$ cat config.mk
export PLATFORM = sky130hd
export DESIGN_NAME = crc_frame_ctrl
export DESIGN_NICKNAME = d
export VERILOG_FILES = /design/src/rtl/can_crc15_pkg.sv /design/src/rtl/crc_frame_ctrl.sv
export SDC_FILE = /design/constraint.sdc
export NUM_CORES = 1
export LEC_CHECK = 0
export CELL_PAD_IN_SITES_DETAIL_PLACEMENT = 2
export CELL_PAD_IN_SITES_GLOBAL_PLACEMENT = 2
export CORE_AREA = 5 5 42 44
export DETAILED_ROUTE_END_ITERATION = 8
export DIE_AREA = 0 0 47 49
export DONT_BUFFER_PORTS = 1
export GPL_TIMING_DRIVEN = 0
export HOLD_SLACK_MARGIN = 0.02
export PLACE_DENSITY = 0.48
export SETUP_SLACK_MARGIN = 0.15
export SLEW_MARGIN = 15
export SYNTH_ARGS = -nofsm -noshare
export SYNTH_HDL_FRONTEND = slang
export SYNTH_SLANG_ARGS = --single-unit
$ cat constraint.sdc
create_clock -name clk -period 0.9 [get_ports clk]
set_input_delay 0 -clock clk [delete_from_list [all_inputs] [get_ports clk]]
set_output_delay 0 -clock clk [all_outputs]
set_load 0.005 [all_outputs]
$ cat src/rtl/can_crc15_pkg.sv
package can_crc15_pkg;

   typedef enum logic [1:0] {
      PH_IDLE  = 2'd0,
      PH_GEN   = 2'd1,
      PH_CMP   = 2'd2,
      PH_DELIM = 2'd3
   } crc_phase_e;

   localparam int STEP_PER_BIT = 0;
   localparam int STEP_VECTOR  = 1;

endpackage

$ cat src/rtl/crc_frame_ctrl.sv
module crc_frame_ctrl (
   input  logic                       clk,
   input  logic                       rst_n,
   input  logic                       sof_clr,
   input  logic                       bit_vld,
   input  logic                       crc_field,
   input  logic                       cmp_last,
   output logic                       gen_en,
   output logic                       cmp_en,
   output logic                       delim_en,
   output can_crc15_pkg::crc_phase_e  phase_o
);
   import can_crc15_pkg::*;

   crc_phase_e phase_q, phase_eff, phase_d;

   always_comb begin
      phase_eff = sof_clr ? PH_GEN : phase_q;
      gen_en    = bit_vld && !crc_field && (phase_eff == PH_GEN);
      cmp_en    = bit_vld && (((phase_eff == PH_GEN) && crc_field) ||
                              (phase_eff == PH_CMP));
      delim_en  = bit_vld && (phase_eff == PH_DELIM);
      phase_d   = phase_eff;
      if (cmp_en) begin
         phase_d = cmp_last ? PH_DELIM : PH_CMP;
      end else if (delim_en) begin
         phase_d = PH_IDLE;
      end
   end

   always_ff @(posedge clk) begin
      if (!rst_n) phase_q <= PH_IDLE;
      else        phase_q <= phase_d;
   end

   assign phase_o = phase_q;

   AST_DELIM_AFTER_CMP: assert property (@(posedge clk) disable iff (!rst_n)
      (phase_q == PH_DELIM) |-> ($past(phase_q) == PH_CMP) || ($past(phase_q) == PH_GEN) ||
                                 ($past(phase_q) == PH_DELIM));

endmodule

# Word-level counts from Yosys, hierarchy flattened
# Index checks and enable logic that the tools add are counted.
# classes
n_addsub	0
mul	0
magnitude_cmp	0
n_div	0
muxes	4
n_reduce_logical	7
bitwise_logic	0
shifts	0
eq_ne	3
# op_table
operator	count
2-bit two-way mux	3
1-bit logical AND	5
2-bit equality test, second input constant	2
2-bit by 1-bit equality test with 1-bit output, second input constant	1
1-bit logical NOT	1
1-bit logical OR	1
1-bit two-way mux	1
# word_totals
mem_bits_ro	0
memories	0
wordCells	15
ff_bits	2
latch_bits	0
ramBits	0
out_inout_bits	5

# Logic depth before layout (Yosys ltp)
# depth
ltp_word	6
ltp_mapped	3
ltp_nobuf	3

# Worst setup path after synthesis
# Ideal clock, no wire load.
# synth_path
path_type	register to register
startpoint	register phase_q[0], in the netlist phase_o[0]
endpoint	register phase_q[0], in the netlist phase_o[0]
setup_slack_ns	-0.045
synth_period_minus_slack_ns	0.945
path_stages_with_launch	4
arrival_time_ns	0.825
required_time_ns	0.780
path_cell_list	dfxtp_1 and4b_1 a211oi_1 nor2_1
# synth_via
elab_chain_len	6
elab_cells_between_ends	10
# synth_rtl
item	line_no	rtl
start: declaration	crc_frame_ctrl.sv:15	crc_phase_e phase_q, phase_eff, phase_d;
start signal: assignment	crc_frame_ctrl.sv:33	else phase_q <= phase_d;
2-bit two-way mux *	crc_frame_ctrl.sv:18	phase_eff = sof_clr ? PH_GEN : phase_q;
2-bit by 1-bit equality test with 1-bit output	crc_frame_ctrl.sv:20	cmp_en = bit_vld && (((phase_eff == PH_GEN) && crc_field) ||
1-bit logical AND	crc_frame_ctrl.sv:20	
1-bit logical OR	crc_frame_ctrl.sv:20	
1-bit logical AND	crc_frame_ctrl.sv:20	
2-bit two-way mux *	crc_frame_ctrl.sv:24	if (cmp_en) begin
# Mark *: on every way between the ends. The rest lies on a longest branch, timed or not.
# A chain may end at the register's enable or synchronous reset.

# Worst setup path in the final report
# layout_path
startpoint	register phase_q[1], in the netlist phase_o[1]
endpoint	output cmp_en
# layout_via
elab_chain_len	5
elab_cells_between_ends	6
# layout_rtl
item	line_no	rtl
2-bit two-way mux *	crc_frame_ctrl.sv:18	
2-bit by 1-bit equality test with 1-bit output	crc_frame_ctrl.sv:20	
1-bit logical AND	crc_frame_ctrl.sv:20	
1-bit logical OR *	crc_frame_ctrl.sv:20	
1-bit logical AND *	crc_frame_ctrl.sv:20	
end: declaration	crc_frame_ctrl.sv:9	output logic cmp_en,
# Marks and branches as above.

==> impl_results.md <==
* Placed Cells incl. Taps at 35
* Synth top cells by count: nand2_1, dfxtp_1, nor2_1, nor3b_1, o21ai_0
* #FFs+latches synth at 2
* Seq/Total Area, Yosys at 26.9%
* Placer Congestion at 0.716
* Buffers plus inverters on the worst setup path at 0
* Critical Path RT at 0.90 ns
* Synthesized area per cell at 7.84 sq um
* Final WL at 638 um
* Synth warnings at 0
* Worst slack, placed at -0.122 ns
* RSZ-0062 raised after global routing: yes
* Syn nets at 25
* Gr ovfl total at 0
* H-tree levels at 1
* Setup CP Type: register to output pin
* Cells after Synth at 19
* Max frequency at 0.897 GHz
* Worst setup EP type: output pin
* Longest Clk Path Bufs at 2
* Initial antenna violation count at 0
* DR WL/cell at 15.6 um
* I/O Buffers at 0
* Register Area at 47.5 sq um
* Chip height at 49 um
* Core ar. at 1400 sq um
* Fillers at 179
* Worst EP arrival at 1.11 ns
* Layout Nets at 33
* EDFF count, synth at 0
* Boundary Pins at 11
* Number of max-cap violations at 0
* Crit Reg-Reg Endpoint: phase_o[1]$_SDFF_PN0_
* Max Slew Vio Count at 0
* Total power draw at 0.363 mW
* Status: finished, violations left
* Levels on crit path at 2
* Synth async-reset ratio at 0%
* CTS tree: built
* Max FFs per register at 2
* Violations in the final reports: negative setup slack
* Crit path capture: cmp_en
* Leak pwr at 0.0843 nW
* Worst R2R Setup Slack at -0.04 ns
* Synth unique cells at 13
* Worst path slowest cell: dfxtp_4
* Worst skew pair latency at 0.23 ns
* Vias in the first global route at 231
* Final worst slack at -0.214 ns
* Die W at 47 um
* Root Buffer Master: clkbuf_4
* Largest net degree at the start of global routing at 8
* DR iter-0 viols at 2
* Top FF cell, synth: dfxtp_1
* Worst slew margin at 87.1%
* Peak VDD IR at 0.397 mV
* Antenna diode count at 0
* CTS Sinks at 2
* Area leader, netlist: dfxtp_1
* HPWL Detailed at 457 um
* Crit share post-route at 124%
* Reg2reg start: phase_o[1]$_SDFF_PN0_
* DR pass1 iterations at 2
* Clk slew on worst S/H paths at 0.03 ns
* Layout cells sized above 1 at 44.0%
* Count leader, synth: nand2_1
* Crit-path leading delay family: flip-flops
* Setup crit start: phase_o[1]$_SDFF_PN0_
* Final Skew at 0.000298 ns
* Post-route insts no fill at 41
* Detail Route Antenna Nets at 0
* TritonCTS Buffers at 3
* Syn Std Cell Area at 149 sq um
* Crit path cell chain: or3b_1 -> a21boi_2
* Worst Tran Pin Value at 0.191 ns
* First-pass GRT wire length at 1030 um
* R2R cell count at 3
* Final min period at 1.11 ns
* Final setup viols at 4
* Total track usage at 6.89%
* Yosys top cell area share at 26.9%
* Fin. Hold Viols at 0
* Pwr/cell area at 1450 nW/um^2
* Top cells by area, synth: dfxtp_1, nor3b_1, nand2_1
* Drc violations at 0
* Die ar. at 2300 sq um
* Worst-path maximum fanout at 7
* Startpoint Class: register
* Area occupied by multi-input gates at 130 sq um
* Max incr delay on CP at 0.37 ns
* Area Growth Syn to Fin at 68.1%
* Initial Util at 10.6%
* Via count at 183
* Num rows at 14
* Via density at 4.46
* Hold Path Class: primary input to output pin
[power breakdown]
group          switching (mW)  leakage (nW)  internal (mW)
Combinational          0.0228        0.0527         0.0309
Sequential             0.0103        0.0178         0.0935
Clock                  0.0579        0.0138          0.148
[through the flow]
| step | hold slack, ns | TNS, ns | utilization, % | instance area, sq um |
|---|---|---|---|---|
| after global placement | 0.0278 | -0.0299 | 12.6 | 176 |
| after floorplan | 0.0232 | 0 | - | 156 |
| after detailed placement | 0.0293 | -0.201 | 12.6 | 176 |
| after global routing | 0.0295 | -0.655 | 17.9 | 250 |
| final | 0.0267 | -0.435 | 17.9 | 250 |
| after CTS | 0.0255 | -0.509 | 17.7 | 248 |
[cells in the final DEF, fill, tap and decap left out, drive strengths merged]
cell type / count
nand2: 3
clkbuf: 3
dlygate4sd3: 3
nor3b: 2
dfxtp: 2
o21ai: 2
a21boi: 2
nor2: 2
or3b: 1
and2b: 1
and4b: 1
a211oi: 1
o21bai: 1
nand3b: 1
[kinds of logic after synthesis]
logic type         count (synthesis)  synth area share (%)
and+or+nand+nor                   11                  46.2
DFF                                2                  26.9
AOI/OAI and AO/OA                  6                  26.9
[per-layer routing]
| metal | up-vias | share of wire [%] | global-route usage, % |
|---|---|---|---|
| met1 | 85 | 37 | 7.21 |
| met4 | 0 | 2.2 | 6.91 |
| met3 | 2 | 14 | 2.95 |
| met5 | - | 0 | 0 |
| li1 | 83 | - | - |
| met2 | 13 | 46 | 9.50 |
[final cells by class]
class                   instances  share of cell area (%)
flip-flops and latches          2                    19.0
multi-input cells              17                    52.0
well taps                      16                    8.00
repair buffers                  3                    12.0
clock buffers                   3                    9.00
[worst min path at each step]
stage	from	endpoint	slack (ns)	cells past startpoint
2_1_floorplan	crc_field	gen_en	0.02	1
3_3_place_gp	crc_field	gen_en	0.03	1
3_5_place_dp	crc_field	gen_en	0.03	1
4_1_cts	bit_vld	phase_o[1]$_SDFF_PN0_	0.03	3
5_1_grt	crc_field	gen_en	0.03	1
6_report	crc_field	gen_en	0.03	1
[repair_timing]
item                       in CTS  in global routing
setup endpoints to repair       5                  5
buffers inserted                0                  0
pin swaps                       1                  0
resized for setup               7                  1
hold endpoints to repair        2                  0
hold buffers                    3                  0
[worst reg2reg max path: stages (launching register included)]
cell,delay [ns]
dfxtp_4,0.37
and2b_2,0.25
o21bai_1,0.13
a21boi_1,0.08
(Power assumes the default switching activity.)
